[src/rtl/irq_seq.sv]
module irq_seq #(
  parameter int SP_W = 16,
  parameter logic [SP_W-1:0] SP_INIT = '1
) (
  input  logic            clk,
  input  logic            rst_n,
  input  logic            irq_req,
  input  logic [15:0]     irq_vec,
  input  logic            insn_bound,
  input  logic            reti_req,
  input  logic [15:0]     pc_cur,
  input  logic            ie_wr,
  input  logic            ie_val,
  output logic            gie,
  output logic [SP_W-1:0] sp,
  output logic            mem_we,
  output logic            mem_re,
  output logic [SP_W-1:0] mem_addr,
  output logic [7:0]      mem_wdata,
  input  logic [7:0]      mem_rdata,
  output logic            pc_load,
  output logic [15:0]     pc_new,
  output logic            vec_ack,
  output logic            stall
);

  typedef enum logic [2:0] {
    S_IDLE, S_WAIT, S_PSHL, S_PSHH, S_VEC, S_POPH, S_POPL, S_HOLD
  } st_t;

  localparam logic [SP_W-1:0] ONE = SP_W'(1);

  st_t st, st_n;
  logic [15:0] ret_q, vec_q;
  logic [7:0]  hi_q;
  logic        ld_q;

  wire open_w = (st == S_IDLE) || (st == S_WAIT) || (st == S_HOLD && !ld_q);
  wire take   = irq_req && gie;
  wire accept = open_w && insn_bound && !reti_req && take;

  always_comb begin
    st_n = st;
    case (st)
      S_PSHL: st_n = S_PSHH;
      S_PSHH: st_n = S_VEC;
      S_VEC:  st_n = S_IDLE;
      S_POPH: st_n = S_POPL;
      S_POPL: st_n = S_HOLD;
      default: begin
        if (!open_w)          st_n = S_HOLD;
        else if (insn_bound)  st_n = reti_req ? S_POPH : (take ? S_PSHL : S_IDLE);
        else if (st != S_HOLD) st_n = take ? S_WAIT : S_IDLE;
      end
    endcase
  end

  always_ff @(posedge clk or negedge rst_n) begin
    if (!rst_n) begin
      st    <= S_IDLE;
      sp    <= SP_INIT;
      gie   <= 1'b0;
      ld_q  <= 1'b0;
      hi_q  <= '0;
      ret_q <= '0;
      vec_q <= '0;
    end else begin
      st   <= st_n;
      ld_q <= (st == S_POPL);
      if (accept) begin
        ret_q <= pc_cur;
        vec_q <= irq_vec;
      end
      if (st == S_POPL) hi_q <= mem_rdata;
      if (mem_we) sp <= sp - ONE;
      if (mem_re) sp <= sp + ONE;
      if (st == S_PSHL)              gie <= 1'b0;
      else if (st == S_HOLD && ld_q) gie <= 1'b1;
      else if (open_w && ie_wr)      gie <= ie_val;
    end
  end

  assign mem_we    = (st == S_PSHL) || (st == S_PSHH);
  assign mem_re    = (st == S_POPH) || (st == S_POPL);
  assign mem_addr  = mem_re ? sp + ONE : sp;
  assign mem_wdata = (st == S_PSHL) ? ret_q[7:0] : ret_q[15:8];
  assign vec_ack   = (st == S_VEC);
  assign pc_load   = vec_ack || (st == S_HOLD && ld_q);
  assign pc_new    = vec_ack ? vec_q : {hi_q, mem_rdata};
  assign stall     = !open_w;

  a_r9_ack_pulse: assert property (@(posedge clk) disable iff (!rst_n)
    vec_ack |=> !vec_ack);

  a_r2_push_pair: assert property (@(posedge clk) disable iff (!rst_n)
    (st == S_PSHL) |=> mem_we && mem_addr == $past(mem_addr) - ONE);

  a_r5_gie_off_at_vec: assert property (@(posedge clk) disable iff (!rst_n)
    vec_ack |-> !gie);

  a_r6_gie_on_after_ret: assert property (@(posedge clk) disable iff (!rst_n)
    (pc_load && !vec_ack) |=> gie);

  a_r8_rw_excl: assert property (@(posedge clk) disable iff (!rst_n)
    !(mem_we && mem_re));

  a_r3_sp_down2: assert property (@(posedge clk) disable iff (!rst_n)
    vec_ack |-> sp == $past(sp, 3) - SP_W'(2));

  a_r7_no_push_after_load: assert property (@(posedge clk) disable iff (!rst_n)
    (pc_load && !vec_ack) |=> !mem_we);

endmodule

[config.mk]
export PLATFORM = sky130hd
export DESIGN_NAME = irq_seq
export DESIGN_NICKNAME = d
export VERILOG_FILES = /design/src/rtl/irq_seq.sv
export SDC_FILE = /design/constraint.sdc
export NUM_CORES = 1
export LEC_CHECK = 0
export BUFFER_PORTS_ARGS = -buffer_cell sky130_fd_sc_hd__buf_2
export CORE_MARGIN = 5
export CORE_UTILIZATION = 40
export CTS_BUF_LIST = sky130_fd_sc_hd__clkbuf_16
export DETAILED_ROUTE_END_ITERATION = 10
export PLACE_DENSITY_LB_ADDON = 0.05
export SLEW_MARGIN = 40
export SYNTH_ARGS = -nofsm -noshare
export SYNTH_HDL_FRONTEND = slang
export SYNTH_SLANG_ARGS = --single-unit
[constraint.sdc]
create_clock -name clk -period 2.8 [get_ports clk]
set_input_delay 0.84 -clock clk [delete_from_list [all_inputs] [get_ports clk]]
set_output_delay 0.84 -clock clk [all_outputs]
set_load 0.01 [all_outputs]
==> results.yml, run 1 <==
synth:
  synth-seq-cells: 61
  seq_area_frac_synth_pct: 44.6
  synth_common_cells: "mux2_2 (56), dfrtp_1 (45), nand2_1 (40), xnor2_1 (19), dfstp_2 (16)"
  synth-edff-count: 0
  avgSynthCellArea_um2: 10.8
  ys_warn_count: 0
  yosysMostFrequentCell: "mux2_2"
  synth_cell_types: 52
  synth_area_mm2: 0.00347
  dominantRegCellSynth: "dfrtp_1"
  synthArstFlopShare_pct: 100
  synth_top_area_share_pct: 32.5
  synthCells: 321
  synth_area_leaders: "dfrtp_1 (32%), mux2_2 (18%), dfstp_2 (12%)"
  yosys.area.top_type: "dfrtp_1"
  synth_fp_nets: 372
floorplanning:
  die_h_um: 103
  initial_core_util_pct: 40.3
  die_w_um: 103
  ios: 109
  fp.coreArea_mm2: 0.00859
  dieArea_mm2: 0.0106
  rows: 34
hold_path:
  min_to: "hi_q[6]"
  min_delay_path_depth: 2
  min-delay-start: "hi_q[6]"
  hold_class: "reg2reg"
clock_tree:
  cts_sinks: 61
  cts_tree: "built"
  htreeDepth: 3
  numCtsBuffers: 9
  ctsHoldBuffers: 0
  clock_latency_ns: 0.32
  cts_max_path_buffers: 2
  clk_pin_slew_ns: 0.06
  root_buffer: "clkbuf_16"
drt:
  viasPerCell: 5.06
  antenna_left: 0
  drt_iter0_drc: 57
  dr.pass1.iters: 4
  drt-total-wl_um: 8830
  wire_per_inst_um: 15.6
  drc: 0
  vias: 2860
critical_path:
  cp_data_required_time_ns: 1.96
  critPathLaunch: "sp[6]"
  r2r-start: "st[1]"
  crit_arrival_ns: 1.94
  path_cells: "and3_2 > nor4b_2 > buf_4 > nand2_2 > xnor2_1 > buf_2"
  crit_buf_inv: 2
  cpPeakStageDelay_ns: 0.59
  crit_family: "flip-flops"
  end_kind: "output port"
  worstSetupStartpointType: "flip-flop"
  path_max_fanout: 7
  crit_type: "reg2out"
  r2r_end: "vec_q[15]"
  reg2reg_slack_ns: 0.73
  worstRegToRegCells: 6
  crit_path_top_delay_cell: "dfstp_2"
timing:
  fmax_ghz: 0.359
  max_slew_margin_pct: 68.7
  slew_violations: 0
  final_hold_viol_count: 0
  min_period_ns: 2.78
  finalSetupViolCount: 0
  fin_crit_sh_pct: 99.4
  hold_ws_ns: 0.475
  tightest_slew_ns: 0.465
  skew_ns: 0.00795
  rsz0062_at_grt: "yes"
power_and_ir_drop:
  intPower_mw: 3.61
  finalPower_mw: 5.87
  leakage_nw: 2.24
  combPwrFrac_pct: 49.0
  p_seq_share_pct: 30.5
  p_per_area_mw_per_mm2: 1250
  switchingPower_mw: 2.27
  clkPwrFrac_pct: 20.4
  peakVddDrop_mv: 0.484
  swShare_pct: 38.6
global_routing:
  grt_overflow: 0
  grt_max_degree: 62
  grt_pass1_wl_um: 14100
  grt_pass1_vias: 2860
  antenna_found_initial: 1
  grtUsageTotal_pct: 17.1
place:
  hpwl_um: 6210
  port_buffers: 108
  gp_congestion: 0.835
  dp_cells: 533
  dpl-instance-area_mm2: 0.00419
final_layout:
  syn2layout_area_growth_pct: 35.1
  antenna_cells: 0
  stdcell_count: 565
  finalNetCount: 503
  drive_above_1_share_pct: 55.4
  design_area_mm2: 0.00468
run_status:
  status: "finished, final reports clean"
flow_run:
  drv_cap: 0
[cell families (layout without fill, tap and decap cells)]
| logic type | Yosys count | after routing | share of synthesized area (%) |
|---|---|---|---|
| muxes | 56 | 56 | 18.2 |
| buffers and inverters | 32 | 168 | 4.66 |
| xor gates and xnor gates | 31 | 31 | 8.05 |
| DFF | 61 | 61 | 44.6 |
| and+or+nand+nor | 96 | 96 | 14.9 |
| AOI/OAI and AO/OA | 41 | 41 | 8.09 |
| adders and majority gates | 4 | 4 | 1.44 |
[what timing repair did]
item,in CTS,in global routing
setup buffers,4,12
setup endpoints to repair,4,9
pin swaps,1,4
resized for setup,2,10
[sequential cells by signal (all words and copies together) (netlist names)]
signal / cells
hi_q: 8
sp: 16
st: 3
ret_q: 16
gie: 1
ld_q: 1
vec_q: 16
[area by class of cell]
cell class,count,area [µm²]
tap,108,135
multi-input combinational,228,1810
clock inverter,7,98.8
timing repair buffer,139,813
fill,842,3910
inverter,13,48.8
sequential,61,1550
clock buffer,9,225
[power by group through the flow]
| stage | combinational, mW | sequential, mW | clock, mW |
|---|---|---|---|
| finish | 2.88 | 1.79 | 1.20 |
| global route | 3.19 | 1.87 | 1.27 |
| CTS | 2.77 | 1.81 | 1.23 |
| detailed placement | 2.67 | 1.87 | 0 |
| global placement | 2.64 | 1.84 | 0 |
| floorplan | 1.84 | 1.69 | 0 |
[placed cells by master, fill, tap and decap left out, types with 3 or more instances in the layout]
cell and n:
a211oi_1 3, a21oi_1 6, a32oi_1 3, buf_2 108
buf_4 27, clkbuf_16 9, dfrtp_1 44, dfstp_2 16
ha_1 4, inv_1 12, mux2_2 56, nand2_1 37
nand2_2 3, nand2b_1 3, nand3_1 4, nand4_1 4
nor2_1 9, nor2_2 4, nor3_1 7, nor4_1 3
o21ai_0 13, xnor2_1 18, xor2_1 11
[tightest hold or removal path, stage by stage (launching register included)]
cell and delay, ns:
dfrtp_1 0.34, nand2_1 0.05, nand2_1 0.05
[how the worst max path moves through the flow]
stage               cells after the start  slack [ns]           end
global route                            4       -0.11   mem_addr[8]
floorplan                               5         0.1  mem_addr[10]
detailed placement                      7        0.25  mem_addr[10]
global placement                        7        0.26  mem_addr[10]
CTS                                     6       -0.01  mem_addr[10]
finish                                  6        0.02  mem_addr[10]
[stage by stage]
| step | setup WS (ns) | TNS (ns) | util [%] |
|---|---|---|---|
| 2_1_floorplan | 0.0981 | 0 | - |
| 3_3_place_gp | 0.255 | 0 | 48.4 |
| 3_5_place_dp | 0.247 | 0 | 48.8 |
| 4_1_cts | -0.0133 | -0.0133 | 53.0 |
| 5_1_grt | -0.109 | -0.346 | 54.5 |
| 6_report | 0.0178 | 0 | 54.5 |
[per-layer routing]
| layer | GRT usage, % | vias to the layer above | wire length, µm |
|---|---|---|---|
| li1 | - | 1397 | - |
| met2 | 27.3 | 94 | 4270 |
| met3 | 7.10 | 15 | 736 |
| met5 | 0 | - | 11 |
| met1 | 21.3 | 1352 | 3690 |
| met4 | 4.98 | 2 | 120 |
Power figures use the tool's default switching activity.
==> run 2, diff against run 1 <==
--- a/config.mk
+++ b/config.mk
@@ -6,9 +6,10 @@
 export NUM_CORES = 1
 export LEC_CHECK = 0
 export BUFFER_PORTS_ARGS = -buffer_cell sky130_fd_sc_hd__buf_2
+export CORE_ASPECT_RATIO = 1.25
 export CORE_MARGIN = 5
 export CORE_UTILIZATION = 40
-export CTS_BUF_LIST = sky130_fd_sc_hd__clkbuf_16
+export CTS_BUF_LIST = sky130_fd_sc_hd__clkbuf_4 sky130_fd_sc_hd__clkbuf_8 sky130_fd_sc_hd__clkbuf_16
 export DETAILED_ROUTE_END_ITERATION = 10
 export PLACE_DENSITY_LB_ADDON = 0.05
 export SLEW_MARGIN = 40
==> results.yml, run 2 (synthesized netlist as in run 1, its figures left out) <==
timing:
  setup_tns_ns: 0
  max_slew_margin_pct: 63.6
  skew_ns: 0.00877
  finalSetupViolCount: 0
  tightest_slew_ns: 0.544
  slew_violations: 0
  min_period_ns: 2.76
  fmax_ghz: 0.362
  fin_crit_sh_pct: 98.7
  final_hold_viol_count: 0
  rsz0062_at_grt: "yes"
drt:
  drt-total-wl_um: 8930
  wire_per_inst_um: 15.9
  dr.pass1.iters: 4
  drc: 0
  antenna_left: 0
  viasPerCell: 5.18
  drt_iter0_drc: 103
  vias: 2911
final_layout:
  drive_above_1_share_pct: 56.9
  stdcell_count: 562
  largest_registers: "ret_q: 16 flops, sp: 16 flops, vec_q: 16 flops"
  layout_commonest_cell: "buf_2"
  syn2layout_area_growth_pct: 34.0
  final_cell_mix: "buf_2 (108), mux2_2 (56), dfrtp_1 (42), nand2_1 (37), buf_4 (34)"
  finalNetCount: 508
  antenna_cells: 0
  design_area_mm2: 0.00465
place:
  hpwl_um: 6590
  dpl-instance-area_mm2: 0.00415
  port_buffers: 108
  dp_cells: 525
  gp_congestion: 0.910
floorplanning:
  die_h_um: 114
  die_w_um: 93.3
  fp.coreArea_mm2: 0.00856
  rows: 38
  initial_core_util_pct: 40.5
  ios: 109
  dieArea_mm2: 0.0106
global_routing:
  grt_max_degree: 28
  grt_pass1_vias: 3109
  grtUsageTotal_pct: 17.5
  grt_overflow: 0
  grt_pass1_wl_um: 14600
  antenna_found_initial: 0
critical_path:
  worstSetupStartpointType: "flip-flop"
  path_max_fanout: 4
  path_cells: "nand4_1 > nor4b_4 > buf_4 > nand2_2 > xnor2_2 > buf_2"
  end_kind: "output port"
  crit_arrival_ns: 1.92
  reg2reg_slack_ns: 0.66
  cpPeakStageDelay_ns: 0.57
  crit_family: "flip-flops"
  crit_buf_inv: 2
  crit_path_top_delay_cell: "dfstp_2"
  cp_data_required_time_ns: 1.96
  crit_type: "reg2out"
clock_tree:
  clk_pin_slew_ns: 0.07
  numCtsBuffers: 9
  htreeDepth: 3
  cts_max_path_buffers: 2
  cts_sinks: 61
  clock_latency_ns: 0.33
  cts_tree: "built"
  root_buffer: "clkbuf_8"
hold_path:
  hold_class: "in2async"
power_and_ir_drop:
  leakage_nw: 2.24
  peakVddDrop_mv: 0.499
  p_per_area_mw_per_mm2: 1220
  finalPower_mw: 5.65
flow_run:
  drv_cap: 0
run_status:
  status: "finished, final reports clean"
run 2: stage by stage:
| step | worst slack (ns) | utilization (%) | hold WS [ns] |
|---|---|---|---|
| floorplan | 0.0981 | - | 0.442 |
| global placement | 0.171 | 48.3 | 0.455 |
| detailed placement | 0.154 | 48.5 | 0.463 |
| CTS | -0.0439 | 52.7 | 0.406 |
| global route | -0.0532 | 54.3 | 0.426 |
| finish | 0.0368 | 54.3 | 0.415 |
run 2: final timing paths:
path,end,startpoint,cells after the start
max reg2reg,ret_q[9],st[1],5
min,st[0],rst_n,1
min reg2reg,hi_q[7],hi_q[7],2
min in group clk,hi_q[7],hi_q[7],2
max in group asynchronous,st[2],rst_n,2
max,mem_addr[10],sp[2],6
run 2: cell type report:
cell class,instances,area [µm²]
tap,100,125
timing repair buffer,144,822
sequential,61,1550
clock buffer,11,151
fill,761,3910
clock inverter,5,82.6
inverter,13,48.8
multi-input combinational,228,1870
run 2: per-layer routing:
| layer | global-route usage [%] | share of wire [%] | vias to the layer above |
|---|---|---|---|
| li1 | - | - | 1403 |
| met1 | 19.2 | 39 | 1401 |
| met2 | 30.8 | 52 | 84 |
| met3 | 4.14 | 5.2 | 23 |
| met4 | 9.87 | 3.5 | 0 |
| met5 | 0 | 0 | - |
run 2: power by group:
group	switching [mW]	leakage, nW	internal, mW	total, mW
combinational	1.49	1.41	1.46	2.95
sequential	0.375	0.715	1.41	1.79
clock	0.362	0.108	0.550	0.912
run 2: worst register-to-register path: stages, from the launching register on:
cell and delay [ns]:
dfrtp_2 0.48, buf_4 0.21, and4b_1 0.26, o21ai_4 0.46
buf_8 0.26, mux2_2 0.35
run 2: timing repair:
item | 4_1_cts | 5_1_grt
gates resized for setup | 5 | 17
pin swaps | 4 | 5
hold buffers | 0 | 0
endpoints found under the setup margin | 5 | 29
buffers inserted | 13 | 8
==> run 3, diff against run 2 <==
--- a/config.mk
+++ b/config.mk
@@ -6,12 +6,16 @@
 export NUM_CORES = 1
 export LEC_CHECK = 0
 export BUFFER_PORTS_ARGS = -buffer_cell sky130_fd_sc_hd__buf_2
+export CELL_PAD_IN_SITES_DETAIL_PLACEMENT = 1
+export CELL_PAD_IN_SITES_GLOBAL_PLACEMENT = 2
 export CORE_ASPECT_RATIO = 1.25
 export CORE_MARGIN = 5
-export CORE_UTILIZATION = 40
+export CORE_UTILIZATION = 32
 export CTS_BUF_LIST = sky130_fd_sc_hd__clkbuf_4 sky130_fd_sc_hd__clkbuf_8 sky130_fd_sc_hd__clkbuf_16
+export CTS_CLUSTER_DIAMETER = 100
 export DETAILED_ROUTE_END_ITERATION = 10
 export PLACE_DENSITY_LB_ADDON = 0.05
+export SKIP_LAST_GASP = 1
 export SLEW_MARGIN = 40
 export SYNTH_ARGS = -nofsm -noshare
 export SYNTH_HDL_FRONTEND = slang
==> results.yml, run 3 (synthesized netlist as in run 1, its figures left out) <==
run_status:
  status: "finished, final reports clean"
clock_tree:
  root_buffer: "clkbuf_16"
  htreeDepth: 3
  clock_latency_ns: 0.33
  cts_sinks: 61
  cts_max_path_buffers: 2
  clk_pin_slew_ns: 0.05
  ctsHoldBuffers: 0
  cts_tree: "built"
  numCtsBuffers: 9
drt:
  viasPerCell: 4.98
  wire_per_inst_um: 17.3
  vias: 2977
  dr.pass1.iters: 4
  drc: 0
  drt-total-wl_um: 10400
  drt_iter0_drc: 85
  antenna_left: 0
power_and_ir_drop:
  switchingPower_mw: 2.39
  combPwrFrac_pct: 53.2
  clkPwrFrac_pct: 17.9
  intPower_mw: 3.67
  peakVddDrop_mv: 0.414
  swShare_pct: 39.4
  p_per_area_mw_per_mm2: 1250
  leakage_nw: 2.32
  p_seq_share_pct: 28.9
flow_run:
  drv_cap: 0
place:
  gp_congestion: 0.760
  port_buffers: 108
  dpl-instance-area_mm2: 0.00427
  hpwl_um: 7380
  dp_cells: 561
timing:
  slew_violations: 0
  rsz0062_at_grt: "yes"
  min_period_ns: 2.77
  skew_ns: 0.00435
  fmax_ghz: 0.361
  final_hold_viol_count: 0
  tightest_slew_ns: 0.600
  max_slew_margin_pct: 59.7
  finalSetupViolCount: 0
  fin_crit_sh_pct: 98.9
floorplanning:
  dieArea_mm2: 0.0130
  initial_core_util_pct: 32.6
  ios: 109
  die_w_um: 103
  die_h_um: 126
  rows: 42
  fp.coreArea_mm2: 0.0106
final_layout:
  antenna_cells: 0
  largest_registers: "ret_q: 16 flops, sp: 16 flops, vec_q: 16 flops"
  syn2layout_area_growth_pct: 40.4
  drive_above_1_share_pct: 56.4
  stdcell_count: 598
  n_fill_cell: 1218
  final_cell_mix: "buf_2 (108), mux2_2 (56), dfrtp_1 (44), nand2_1 (39), buf_4 (29)"
  finalNetCount: 512
  design_area_mm2: 0.00487
  layout_commonest_cell: "buf_2"
  utilization_pct: 45.8
critical_path:
  cpPeakStageDelay_ns: 0.60
  path_cells: "nand4_1 > buf_4 > nor4_1 > buf_4 > xnor2_1 > buf_2"
  worstSetupStartpointType: "flip-flop"
  end_kind: "output port"
  path_max_fanout: 7
  cp_data_required_time_ns: 1.96
  crit_type: "reg2out"
  crit_arrival_ns: 1.93
  crit_path_top_delay_cell: "dfstp_2"
  crit_top_cell: "buf_4"
global_routing:
  grt_max_degree: 62
  grtUsageTotal_pct: 16.2
  grt_overflow: 0
  grt_pass1_wl_um: 16300
  grt_pass1_vias: 3199
  antenna_found_initial: 0
hold_path:
  hold_class: "reg2reg"
==> run 3: changes by cell type in the layout (fill, tap and decap cells not counted), sizes merged <==
cell	before	now
bufinv	2	1
clkbuf	11	10
clkinv	1	6
clkinvlp	3	1
buf	144	147
==> run 3: routing by layer <==
metal | routed length (µm) | share of wire, % | global-route usage (%)
met5 | 0 | 0 | 0
met4 | 238 | 2.3 | 5.95
met3 | 624 | 6.0 | 4.78
met2 | 5400 | 52 | 28.1
met1 | 4090 | 40 | 18.6
==> run 3: critical path: cells and delay by family, from the launching register on <==
| kind | cells | cell delay, ns |
|---|---|---|
| flip-flops | 1 | 0.60 |
| buffers and inverters | 3 | 0.50 |
| XOR/XNOR | 1 | 0.11 |
| AND/OR/NAND/NOR | 2 | 0.39 |
==> run 3: repair_timing <==
action / CTS / global route
setup endpoints to repair: 21 / 27
gates cloned: 1 / 1
pin swaps: 1 / 6
resized for setup: 10 / 15
setup buffers: 3 / 16
==> run 3: per-stage QoR <==
step	setup slack, ns	power [mW]	TNS [ns]	hold slack [ns]
finish	0.0311	6.06	0	0.472
global route	-0.0987	6.52	-0.357	0.502
CTS	-0.0489	5.89	-0.0904	0.480
detailed placement	0.268	4.65	0	0.463
global placement	0.288	4.59	0	0.459
floorplan	0.0981	3.53	0	0.442
==> run 3: path summary, 6_finish.rpt <==
path,from,endpoint,slack [ns],depth (start not counted)
setup / recovery,sp[5],mem_addr[8],0.03,6
hold / removal,hi_q[6],hi_q[6],0.47,2
setup reg to reg,st[1],ret_q[9],0.76,7
hold reg to reg,hi_q[6],hi_q[6],0.47,2
max in group asynchronous,rst_n,sp[6],1.95,2
min in group asynchronous,rst_n,gie,0.52,2
==> run 3: power by group through the flow <==
stage	Combinational, mW	Clock (mW)	Sequential (mW)
global route	3.54	1.17	1.81
CTS	3.00	1.12	1.77
finish	3.22	1.09	1.75
global placement	2.79	0	1.79
detailed placement	2.83	0	1.82
floorplan	1.84	0	1.69
==> run 3: layout make-up <==
type	instances	area (µm²)	area share (%)
tap	132	165	3.39
sequential	61	1550	31.8
clock buffer	9	225	4.63
multi-input combinational	228	1860	38.3
clock inverter	7	66.3	1.36
inverter	13	48.8	1.00
timing repair buffer	148	950	19.5
